### src/rtl/sseq_pkg.sv
package sseq_pkg;

    typedef enum logic [2:0] {
        ST_IDLE,
        ST_SENSE_WAIT,
        ST_FILT_WAIT,
        ST_RD_VALID,
        ST_RD_VOLT,
        ST_POLL_WAIT,
        ST_EMIT
    } seq_state_e;

endpackage

### src/rtl/sseq_rr_pick.sv
module sseq_rr_pick #(
    parameter int N_CHAN = 4,
    parameter int CH_W   = $clog2(N_CHAN)
) (
    input  logic [N_CHAN-1:0] en,
    input  logic [CH_W-1:0]   last,
    output logic              any,
    output logic [CH_W-1:0]   pick
);

    // Scan from the farthest candidate to the nearest so the nearest wins.
    always_comb begin
        any  = 1'b0;
        pick = '0;
        for (int off = N_CHAN; off >= 1; off--) begin
            if (en[(int'(last) + off) % N_CHAN]) begin
                any  = 1'b1;
                pick = CH_W'((int'(last) + off) % N_CHAN);
            end
        end
    end

    always_comb begin
        if (any) begin
            AST_PICK_ENABLED: assert (en[pick]) else $error("picked a disabled channel");
        end
    end

endmodule

### src/rtl/sseq_tick_timer.sv
module sseq_tick_timer #(
    parameter int UNIT_W = 10,
    parameter int SCALE  = 256,
    parameter int CNT_W  = 10
) (
    input  logic              clk,
    input  logic              rst_n,
    input  logic              start,
    input  logic [UNIT_W-1:0] unit,
    input  logic [CNT_W-1:0]  count,
    output logic              done
);

    localparam int PRE_W = UNIT_W + $clog2(SCALE) + 1;

    logic [UNIT_W-1:0] unit_q;
    logic [CNT_W-1:0]  target_q;
    logic [CNT_W-1:0]  ticks_q;
    logic [PRE_W-1:0]  cyc_q;
    logic [UNIT_W-1:0] unit_eff;
    logic [PRE_W-1:0]  lim;

    always_comb begin
        unit_eff = (unit_q == '0) ? UNIT_W'(1) : unit_q;
        lim      = PRE_W'(unit_eff) * PRE_W'(SCALE) - PRE_W'(1);
        done     = (ticks_q == target_q);
    end

    always_ff @(posedge clk) begin
        if (!rst_n) begin
            unit_q   <= '0;
            target_q <= '0;
            ticks_q  <= '0;
            cyc_q    <= '0;
        end else if (start) begin
            unit_q   <= unit;
            target_q <= count;
            ticks_q  <= '0;
            cyc_q    <= '0;
        end else if (ticks_q != target_q) begin
            if (cyc_q == lim) begin
                cyc_q   <= '0;
                ticks_q <= ticks_q + 1'b1;
            end else begin
                cyc_q <= cyc_q + 1'b1;
            end
        end
    end

    AST_TICKS_BOUND: assert property (@(posedge clk) disable iff (!rst_n)
        !start |=> (ticks_q <= target_q)) else $error("tick count overran");

endmodule

### src/rtl/sseq_poll_timer.sv
module sseq_poll_timer #(
    parameter int W = 32
) (
    input  logic         clk,
    input  logic         rst_n,
    input  logic         start,
    input  logic [W-1:0] ivl,
    output logic         done
);

    logic [W-1:0] ivl_q;
    logic [W-1:0] cnt_q;

    assign done = (cnt_q == ivl_q);

    always_ff @(posedge clk) begin
        if (!rst_n) begin
            ivl_q <= '0;
            cnt_q <= '0;
        end else if (start) begin
            ivl_q <= ivl;
            cnt_q <= '0;
        end else if (cnt_q != ivl_q) begin
            cnt_q <= cnt_q + 1'b1;
        end
    end

    AST_POLL_NO_WRAP: assert property (@(posedge clk) disable iff (!rst_n)
        (!start && cnt_q <= ivl_q) |=> (cnt_q <= ivl_q)) else $error("poll counter wrapped");

endmodule

### src/rtl/sseq_sample_qual.sv
module sseq_sample_qual #(
    parameter int DATA_W = 32,
    parameter int POS_W  = 5,
    parameter int OUT_W  = 12
) (
    input  logic [DATA_W-1:0] raw,
    input  logic [POS_W-1:0]  pos,
    input  logic              pol,
    input  logic [POS_W-1:0]  shift,
    output logic              ok,
    output logic [OUT_W-1:0]  volt
);

    logic [DATA_W-1:0] shifted;

    always_comb begin
        ok      = (raw[pos] == pol);
        shifted = raw >> shift;
        volt    = shifted[OUT_W-1:0];
    end

endmodule

### src/rtl/sensor_sample_seq.sv
module sensor_sample_seq
    import sseq_pkg::*;
#(
    parameter int N_CHAN     = 4,
    parameter int UNIT_W     = 10,
    parameter int TICK_SCALE = 256,
    parameter int IVL_W      = 10,
    parameter int BURST_W    = 4,
    parameter int POLL_W     = 32,
    parameter int ADDR_W     = 32,
    parameter int DATA_W     = 32,
    parameter int POS_W      = 5,
    parameter int OUT_W      = 12
) (
    input  logic                      clk,
    input  logic                      rst_n,
    input  logic [N_CHAN-1:0]         chan_en,
    input  logic [UNIT_W-1:0]         period_unit,
    input  logic [IVL_W-1:0]          sense_ivl,
    input  logic [IVL_W-1:0]          filt_ivl,
    input  logic [BURST_W-1:0]        burst_len,
    input  logic [POLL_W-1:0]         poll_ivl,
    input  logic [POS_W-1:0]          valid_pos,
    input  logic                      valid_pol,
    input  logic [POS_W-1:0]          volt_shift,
    input  logic                      split_addr,
    input  logic [ADDR_W-1:0]         valid_addr,
    input  logic [ADDR_W-1:0]         volt_addr,
    output logic                      rd_req,
    output logic [ADDR_W-1:0]         rd_addr,
    input  logic                      rd_ack,
    input  logic [DATA_W-1:0]         rd_data,
    output logic                      smp_valid,
    output logic [$clog2(N_CHAN)-1:0] smp_chan,
    output logic [OUT_W-1:0]          smp_data
);

    localparam int CH_W = $clog2(N_CHAN);

    seq_state_e         state_q, state_d;
    logic [CH_W-1:0]    cur_q, last_q, pick;
    logic               any_en;
    logic [BURST_W-1:0] idx_q;
    logic [BURST_W-1:0] burst_eff;
    logic               meas_more;
    logic               tmr_start, tmr_done;
    logic [IVL_W-1:0]   tmr_count;
    logic               poll_start, poll_done;
    logic               qual_ok;
    logic [OUT_W-1:0]   qual_volt;
    logic [OUT_W-1:0]   data_q;

    sseq_rr_pick #(.N_CHAN(N_CHAN), .CH_W(CH_W)) u_pick (
        .en   (chan_en),
        .last (last_q),
        .any  (any_en),
        .pick (pick)
    );

    sseq_tick_timer #(.UNIT_W(UNIT_W), .SCALE(TICK_SCALE), .CNT_W(IVL_W)) u_tick (
        .clk   (clk),
        .rst_n (rst_n),
        .start (tmr_start),
        .unit  (period_unit),
        .count (tmr_count),
        .done  (tmr_done)
    );

    sseq_poll_timer #(.W(POLL_W)) u_poll (
        .clk   (clk),
        .rst_n (rst_n),
        .start (poll_start),
        .ivl   (poll_ivl),
        .done  (poll_done)
    );

    sseq_sample_qual #(.DATA_W(DATA_W), .POS_W(POS_W), .OUT_W(OUT_W)) u_qual (
        .raw   (rd_data),
        .pos   (valid_pos),
        .pol   (valid_pol),
        .shift (volt_shift),
        .ok    (qual_ok),
        .volt  (qual_volt)
    );

    always_comb begin
        burst_eff = (burst_len == '0) ? BURST_W'(1) : burst_len;
        meas_more = ({1'b0, idx_q} + 1'b1) < {1'b0, burst_eff};
    end

    // State register
    always_ff @(posedge clk) begin
        if (!rst_n) state_q <= ST_IDLE;
        else        state_q <= state_d;
    end

    // Next-state logic
    always_comb begin
        state_d = state_q;
        unique case (state_q)
            ST_IDLE:       if (any_en) state_d = ST_SENSE_WAIT;
            ST_SENSE_WAIT: if (tmr_done) state_d = ST_RD_VALID;
            ST_FILT_WAIT:  if (tmr_done) state_d = ST_RD_VALID;
            ST_RD_VALID: begin
                if (rd_ack) begin
                    if (!qual_ok)       state_d = ST_POLL_WAIT;
                    else if (split_addr) state_d = ST_RD_VOLT;
                    else                state_d = ST_EMIT;
                end
            end
            ST_RD_VOLT:    if (rd_ack) state_d = ST_EMIT;
            ST_POLL_WAIT:  if (poll_done) state_d = ST_RD_VALID;
            ST_EMIT:       state_d = meas_more ? ST_FILT_WAIT : ST_IDLE;
            default:       state_d = ST_IDLE;
        endcase
    end

    // Outputs and timer controls
    always_comb begin
        rd_req     = (state_q == ST_RD_VALID) || (state_q == ST_RD_VOLT);
        rd_addr    = (state_q == ST_RD_VOLT) ? volt_addr : valid_addr;
        smp_valid  = (state_q == ST_EMIT);
        smp_chan   = cur_q;
        smp_data   = data_q;
        tmr_start  = ((state_q == ST_IDLE) && any_en) || ((state_q == ST_EMIT) && meas_more);
        tmr_count  = (state_q == ST_IDLE) ? sense_ivl : filt_ivl;
        poll_start = (state_q == ST_RD_VALID) && rd_ack && !qual_ok;
    end

    // Channel, sample index and captured data
    always_ff @(posedge clk) begin
        if (!rst_n) begin
            cur_q  <= '0;
            last_q <= CH_W'(N_CHAN - 1);
            idx_q  <= '0;
            data_q <= '0;
        end else begin
            if (state_q == ST_IDLE && any_en) begin
                cur_q  <= pick;
                last_q <= pick;
                idx_q  <= '0;
            end
            if (state_q == ST_EMIT) idx_q <= idx_q + 1'b1;
            if (state_q == ST_RD_VALID && rd_ack && qual_ok && !split_addr) data_q <= qual_volt;
            if (state_q == ST_RD_VOLT && rd_ack) data_q <= qual_volt;
        end
    end

    AST_IDLE_STAYS: assert property (@(posedge clk) disable iff (!rst_n)
        (state_q == ST_IDLE && chan_en == '0) |=> (state_q == ST_IDLE && !rd_req)) else $error("left idle with no enables");

    AST_REQ_HELD: assert property (@(posedge clk) disable iff (!rst_n)
        (rd_req && !rd_ack) |=> (rd_req && $stable(rd_addr))) else $error("request dropped before ack");

    AST_SMP_PULSE: assert property (@(posedge clk) disable iff (!rst_n)
        smp_valid |=> !smp_valid) else $error("sample strobe longer than one cycle");

    AST_RETRY_ON_INVALID: assert property (@(posedge clk) disable iff (!rst_n)
        (state_q == ST_RD_VALID && rd_ack && !qual_ok) |=> (state_q == ST_POLL_WAIT && !smp_valid)) else $error("invalid read not retried");

    AST_RESET_QUIET: assert property (@(posedge clk)
        !rst_n |=> (!rd_req && !smp_valid)) else $error("activity right after reset");

endmodule

### config.mk
export PLATFORM = sky130hd
export DESIGN_NAME = sensor_sample_seq
export DESIGN_NICKNAME = d
export VERILOG_FILES = /design/src/rtl/sseq_pkg.sv /design/src/rtl/sseq_rr_pick.sv /design/src/rtl/sseq_tick_timer.sv /design/src/rtl/sseq_poll_timer.sv /design/src/rtl/sseq_sample_qual.sv /design/src/rtl/sensor_sample_seq.sv
export SDC_FILE = /design/constraint.sdc
export NUM_CORES = 1
export LEC_CHECK = 0
export ABC_AREA = 1
export ABC_CLOCK_PERIOD_IN_PS = 4350
export BUFFER_PORTS_ARGS = -buffer_cell sky130_fd_sc_hd__buf_2
export CORE_MARGIN = 2
export CORE_UTILIZATION = 59
export CTS_CLUSTER_DIAMETER = 30
export DETAILED_ROUTE_END_ITERATION = 8
export HOLD_SLACK_MARGIN = 0.02
export PLACE_DENSITY = 0.95
export SLEW_MARGIN = 40
export SYNTH_ARGS = -nofsm -noshare
export SYNTH_HDL_FRONTEND = slang
export SYNTH_SLANG_ARGS = --single-unit
### constraint.sdc
create_clock -name clk -period 4.35 [get_ports clk]
set_input_delay 0.435 -clock clk [delete_from_list [all_inputs] [get_ports clk]]
set_output_delay 0.435 -clock clk [all_outputs]
set_load 0.01 [all_outputs]
# After elaboration in Yosys (flattened, before gate mapping)

Cells that the tools add are included.

Add/subtract/negate cells: 10
Order comparisons: 6
Equal/unequal tests: 17
Shift operators: 1
Multiplexer cells: 40
Bitwise logic cells: 5
Reduce and logical (&&, ||, !) cells: 25

Operator list:

| kind                                                                         | count |
|---|---|
| 32-bit by 1-bit adder with 32-bit output, second input constant              | 1 |
| 32-bit == test                                                               | 1 |
| 32-bit two-way mux                                                           | 1 |
| 32-bit != test                                                               | 1 |
| 32-bit by 5-bit right shift with 12-bit output                               | 1 |
| 12-bit two-way mux                                                           | 2 |
| 10-bit two-way mux                                                           | 2 |
| 19-bit by 1-bit adder with 19-bit output, second input constant              | 1 |
| 19-bit == test                                                               | 1 |
| 19-bit two-way mux                                                           | 1 |
| 18-bit by 1-bit subtractor with 19-bit output, second input constant         | 1 |
| 3-bit one-hot mux with 6 select lines                                        | 1 |
| 3-bit by 4-bit less-than comparator with 1-bit output, second input constant | 4 |
| 3-bit two-way mux                                                            | 5 |
| 2-bit two-way mux                                                            | 7 |
| 2-bit OR reduction                                                           | 7 |
| 1-bit two-way mux                                                            | 13 |
| 4-bit two-way mux                                                            | 3 |
| 10-bit by 1-bit adder with 10-bit output, second input constant              | 1 |
| 10-bit == test                                                               | 1 |
| 10-bit zero test                                                             | 1 |
| 10-bit != test                                                               | 1 |
| 3-bit == test, second input constant                                         | 3 |
| 1-bit binary-select mux with 2-bit select                                    | 4 |
| other kinds (22)                                                             | 40 |

Bits in registers: 136
Input bits: 181
Logic and storage cells: 115

# Logic depth before layout (Yosys ltp)

Depth after elaboration: 13
Gate-level depth with buffers: 21
Mapped depth without buffers: 21

# Modules after synthesis

Synthesis repeated with hierarchy kept, for this count alone.

Cells, all modules: 1748
Area, all modules: 10421.2 um^2

By module, submodules not included:

| module            | instances | cells an instance | area each (um^2) |
|---|---|---|---|
| sseq_poll_timer   | 1         | 633               | 3940.0 |
| sseq_tick_timer   | 1         | 440               | 2874.0 |
| sseq_sample_qual  | 1         | 399               | 1754.2 |
| sensor_sample_seq | 1         | 225               | 1606.5 |
| sseq_rr_pick      | 1         | 51                | 246.5 |

# Worst setup path before layout

No wires, ideal clock.

Kind: register to register
Start point: register u_tick.unit_q[5]
End point: register u_tick.ticks_q[7]
Setup time: 64 ps
Arrival: 2233 ps
Slack: 2053 ps
Cell stages (with the launch flop): 19
Period minus slack after synthesis: 2297 ps
Path through: dfxtp_1 -> nor2_1 -> nand2_1 -> nor2_1 -> nand2_1 -> nand2_1 -> inv_2 -> ha_1 -> xor2_1 -> nand2_1 -> nor2_1 -> nand3_1 -> nor2_1 -> nand3_1 -> nor3_2 -> nand3_1 -> nand2_1 -> inv_1 -> nor2_1

Longest elaborated chain between the ends: 5

RTL lines:

| element                                           | RTL line              | text |
|---|---|---|
| start: declaration                                | sseq_tick_timer.sv:16 | `logic [UNIT_W-1:0] unit_q;` |
| start signal: assignment                          | sseq_tick_timer.sv:36 | `unit_q <= unit;` |
| 10-bit zero test                                  | sseq_tick_timer.sv:24 | `unit_eff = (unit_q == '0) ? UNIT_W'(1) : unit_q;` |
| 10-bit two-way mux (*)                            | sseq_tick_timer.sv:24 |  |
| 18-bit by 1-bit subtractor with 19-bit output (*) | sseq_tick_timer.sv:25 | `lim = PRE_W'(unit_eff) * PRE_W'(SCALE) - PRE_W'(1);` |
| 19-bit == test (*)                                | sseq_tick_timer.sv:41 | `if (cyc_q == lim) begin` |
| 2-bit AND reduction (no line) (*)                 | -                     |  |
| end signal: assignment                            | sseq_tick_timer.sv:43 | `ticks_q <= ticks_q + 1'b1;` |
| end: declaration                                  | sseq_tick_timer.sv:18 | `logic [CNT_W-1:0] ticks_q;` |

Mark *: on every way between the ends. The rest lies on a longest branch, timed or not.
A chain may end at the register's enable or synchronous reset.

# Final worst setup path

Start point: register u_tick.unit_q[3]
End point: register u_tick.ticks_q[9]

The elaborated chain is that of the path after synthesis.

==> results.ini <==
[pwr]
leakage_nw = 5.27
powerDensity_nw_per_um2 = 470
swShare = 0.418
combPwrFrac = 0.420
seq_power_share = 0.283
p_sw_w = 0.00226
intPower_w = 0.00315
peakVddDrop_uv = 341
power_frac_clock = 0.297

[routing]
wl_um = 31200
routed_via_density = 5.69
ant_nets = 0
initialDrtViolationCount = 1148
vias = 11400
firstDrtPassIters = 6
wire_per_inst_um = 15.5
drc = 0

[synthesis]
synth_cell_types = 51
ys_warn_count = 0
ys_seq_area_frac = 0.280
synth_cells = 1595
yosys_most_used_dff = dfxtp_1
synth_edf_count = 0
synth.net_count = 1784
ys_async_sr_fraction = 0
ys_seq_elements = 136
synth.avg_cell_area_um2 = 6.09
syn_area_um2 = 9720

[global_route]
antenna_found_initial = 2
overflow = 0
grtUsageTotal = 0.344
grt_pass1_vias = 10500
grt_max_degree = 50
grt_pass1_wl_um = 49600

[place]
detailedPlace.worstSlack_ps = 1340
hpwlAfterDp_um = 23600
io_buffers = 228
gp_congestion = 1.01

[clock_tree]
cts_hold_buffers = 0
htreeDepth = 4
cts.sinks = 136
ctsResizeCount = 0
clock_latency_ps = 430
cts_buffers = 17
cts_root_buf = clkbuf_16
path_clk_slew_ps = 60
postCtsSetupBuffers = 0
cts_buffer_depth = 2
cts_tree = yes

[setup_path]
r2r-end = u_tick.ticks_q[9]$_SDFFE_PP0P_
path_class = reg -> reg
worstReg2RegStart = u_tick.unit_q[3]$_SDFFE_PN0P_
start_kind = flop
cp-end-kind = flop
r2r_cells = 18
rrSetupSlack_ps = 1430
cp_max_fo = 5
cp.arrival_ps = 3290
worstPathRequired_ps = 4720

[sta]
relSlewSlack = 0.384
tightest_slew_ps = 917
tns_ps = 0
fmax_mhz = 342
slew_violations = 0
rsz0062_at_grt = false
final_hold_viol_count = 0
fin_ws_ps = 1430
period_minus_slack_ps = 2920
setup_viol = 0
clock_skew_ps = 10.7
fin_crit_sh = 0.672

[final_layout]
nNetsFinal = 1969
ff_latch_area_um2 = 2720
final_layout_size_suffix_gt1_frac = 0.181
fillerInstances = 1377
multiInputGateArea_um2 = 6120
area_delta_synth_final_pct = 18.4

[die]
rows = 46
dieWidth_um = 132
io_pins = 229
die_area_um2 = 17500
die_h_um = 132
core_um2 = 16000
start_util = 0.607

[run]
cap_violations = 0

[worst_hold_path]
min_to = u_tick.unit_q[6]$_SDFFE_PN0P_
hold_path_depth = 3
hp-start = period_unit[6]
hold_class = in -> reg

[run_status]
status = finished clean

per-stage QoR:
stage	instance area, um2	utilization	power [W]	instances	hold WS (ps)
after CTS	11500	0.718	0.00536	2009	261
after global placement	10800	0.677	0.00370	1977	456
final	11500	0.719	0.00541	2010	273
after global routing	11500	0.719	0.00573	2010	265
after floorplan	9720	-	0.00318	1595	444
after detailed placement	10800	0.678	0.00377	1977	465
logic make-up (layout without fill, tap and decap cells):
| kind of cell | Yosys count | count (layout) | share of synthesized area |
|---|---|---|---|
| AND/OR/NAND/NOR | 922 | 922 | 0.417 |
| adder cells (fa/ha/maj) | 8 | 8 | 0.0103 |
| flip-flops | 136 | 136 | 0.280 |
| other | 0 | 1 | 0 |
| XOR/XNOR | 64 | 64 | 0.0585 |
| AO/OA/AOI/OAI | 248 | 248 | 0.139 |
| buffers and inverters | 212 | 410 | 0.0907 |
| multiplexers | 5 | 5 | 0.00515 |
worst max-delay path by stage:
| stage | slack, ps | from | end | cells after the start |
|---|---|---|---|---|
| after floorplan | 2050 | u_tick.unit_q[5]$_SDFFE_PN0P_ | u_tick.ticks_q[7]$_SDFFE_PP0P_ | 18 |
| after global placement | 1420 | state_q[1]$_SDFFE_PN0P_ | rd_addr[3] | 8 |
| after detailed placement | 1340 | valid_pos[0] | u_poll.cnt_q[2]$_SDFFE_PP0P_ | 14 |
| after CTS | 1420 | state_q[1]$_SDFFE_PN0P_ | rd_addr[3] | 8 |
| after global routing | 1220 | state_q[1]$_SDFFE_PN0P_ | rd_addr[3] | 8 |
| final | 1430 | u_tick.unit_q[3]$_SDFFE_PN0P_ | u_tick.ticks_q[9]$_SDFFE_PP0P_ | 18 |
layout make-up:
type,count,share of cell area
clock inverter,12,0.0172
tap,216,0.0235
clock buffer,20,0.0397
timing repair buffer,234,0.103
multi-input combinational,1247,0.532
inverter,144,0.0473
antenna,1,0.000218
sequential,136,0.237
per-layer routing:
metal  track usage  vias up  part of all wire
li1              -     5601                 -
met1         0.414     5132              0.40
met2         0.580      583              0.46
met3        0.0673      125             0.089
met4         0.183        2             0.050
met5             0        -           0.00022
registers in the layout, summed over array words and instances, names as in the netlist:
name             cells
smp_data            12
u_tick.target_q     10
u_tick.unit_q       10
state_q              3
idx_q                4
last_q               2
u_tick.cyc_q        19
u_poll.cnt_q        32
u_tick.ticks_q      10
smp_chan             2
u_poll.ivl_q        32
layout by cell type (no fill, tap or decap), types with 45 or more instances in the layout:
cell       n
o21ai_0   84
xor2_1    49
inv_1    127
nand3_1  147
buf_2    228
nor2_1   121
nand2_1  515
dfxtp_1  136
nor3_1    45
a21oi_1  106
critical path: stages, from the launching register on:
cell	delay [ps]
dfxtp_1	370
nor2_2	250
nand2_1	80
nor2_1	110
nand2_1	70
nand2_1	140
inv_2	50
ha_1	290
xor2_1	310
nand2_1	100
nor2_1	110
nand3_1	80
nor2_1	120
nand3_1	140
nor3_2	280
nand3_1	120
nand2_1	90
inv_1	50
nor2_1	90
power by group through the flow:
| stage | Sequential, W | Combinational [W] | Clock [W] |
|---|---|---|---|
| 2_1_floorplan | 0.00152 | 0.00166 | 0 |
| 3_3_place_gp | 0.00154 | 0.00216 | 0 |
| 3_5_place_dp | 0.00155 | 0.00222 | 0 |
| 4_1_cts | 0.00152 | 0.00223 | 0.00161 |
| 5_1_grt | 0.00154 | 0.00252 | 0.00167 |
| 6_report | 0.00153 | 0.00227 | 0.00161 |
cells in the mapped netlist, types with 2 or more instances:
library cell / n / share of area
nor3b_1: 5 / 0.0039
o21ai_1: 20 / 0.010
o211ai_1: 12 / 0.0093
a31oi_1: 8 / 0.0052
clkinv_1: 2 / 0.00077
xnor2_1: 14 / 0.013
nor3_1: 45 / 0.023
ha_1: 8 / 0.010
clkbuf_1: 39 / 0.015
nand4_1: 34 / 0.022
nand2_4: 3 / 0.0035
buf_2: 18 / 0.0093
nand3b_1: 2 / 0.0015
xor2_1: 49 / 0.044
nand3_2: 2 / 0.0021
o21ai_0: 84 / 0.043
o22ai_1: 3 / 0.0019
inv_1: 127 / 0.049
buf_6: 6 / 0.0070
dfxtp_1: 136 / 0.28
o211a_1: 8 / 0.0082
a21oi_1: 106 / 0.055
inv_2: 14 / 0.0054
nand3_1: 147 / 0.076
nor3_2: 10 / 0.010
nor4_1: 8 / 0.0052
buf_4: 4 / 0.0031
nand2_2: 6 / 0.0039
mux2i_1: 5 / 0.0052
nand2_1: 516 / 0.20
nor2_2: 9 / 0.0058
nor2_1: 123 / 0.048
or2_2: 4 / 0.0026
(Power assumes the default switching activity.)
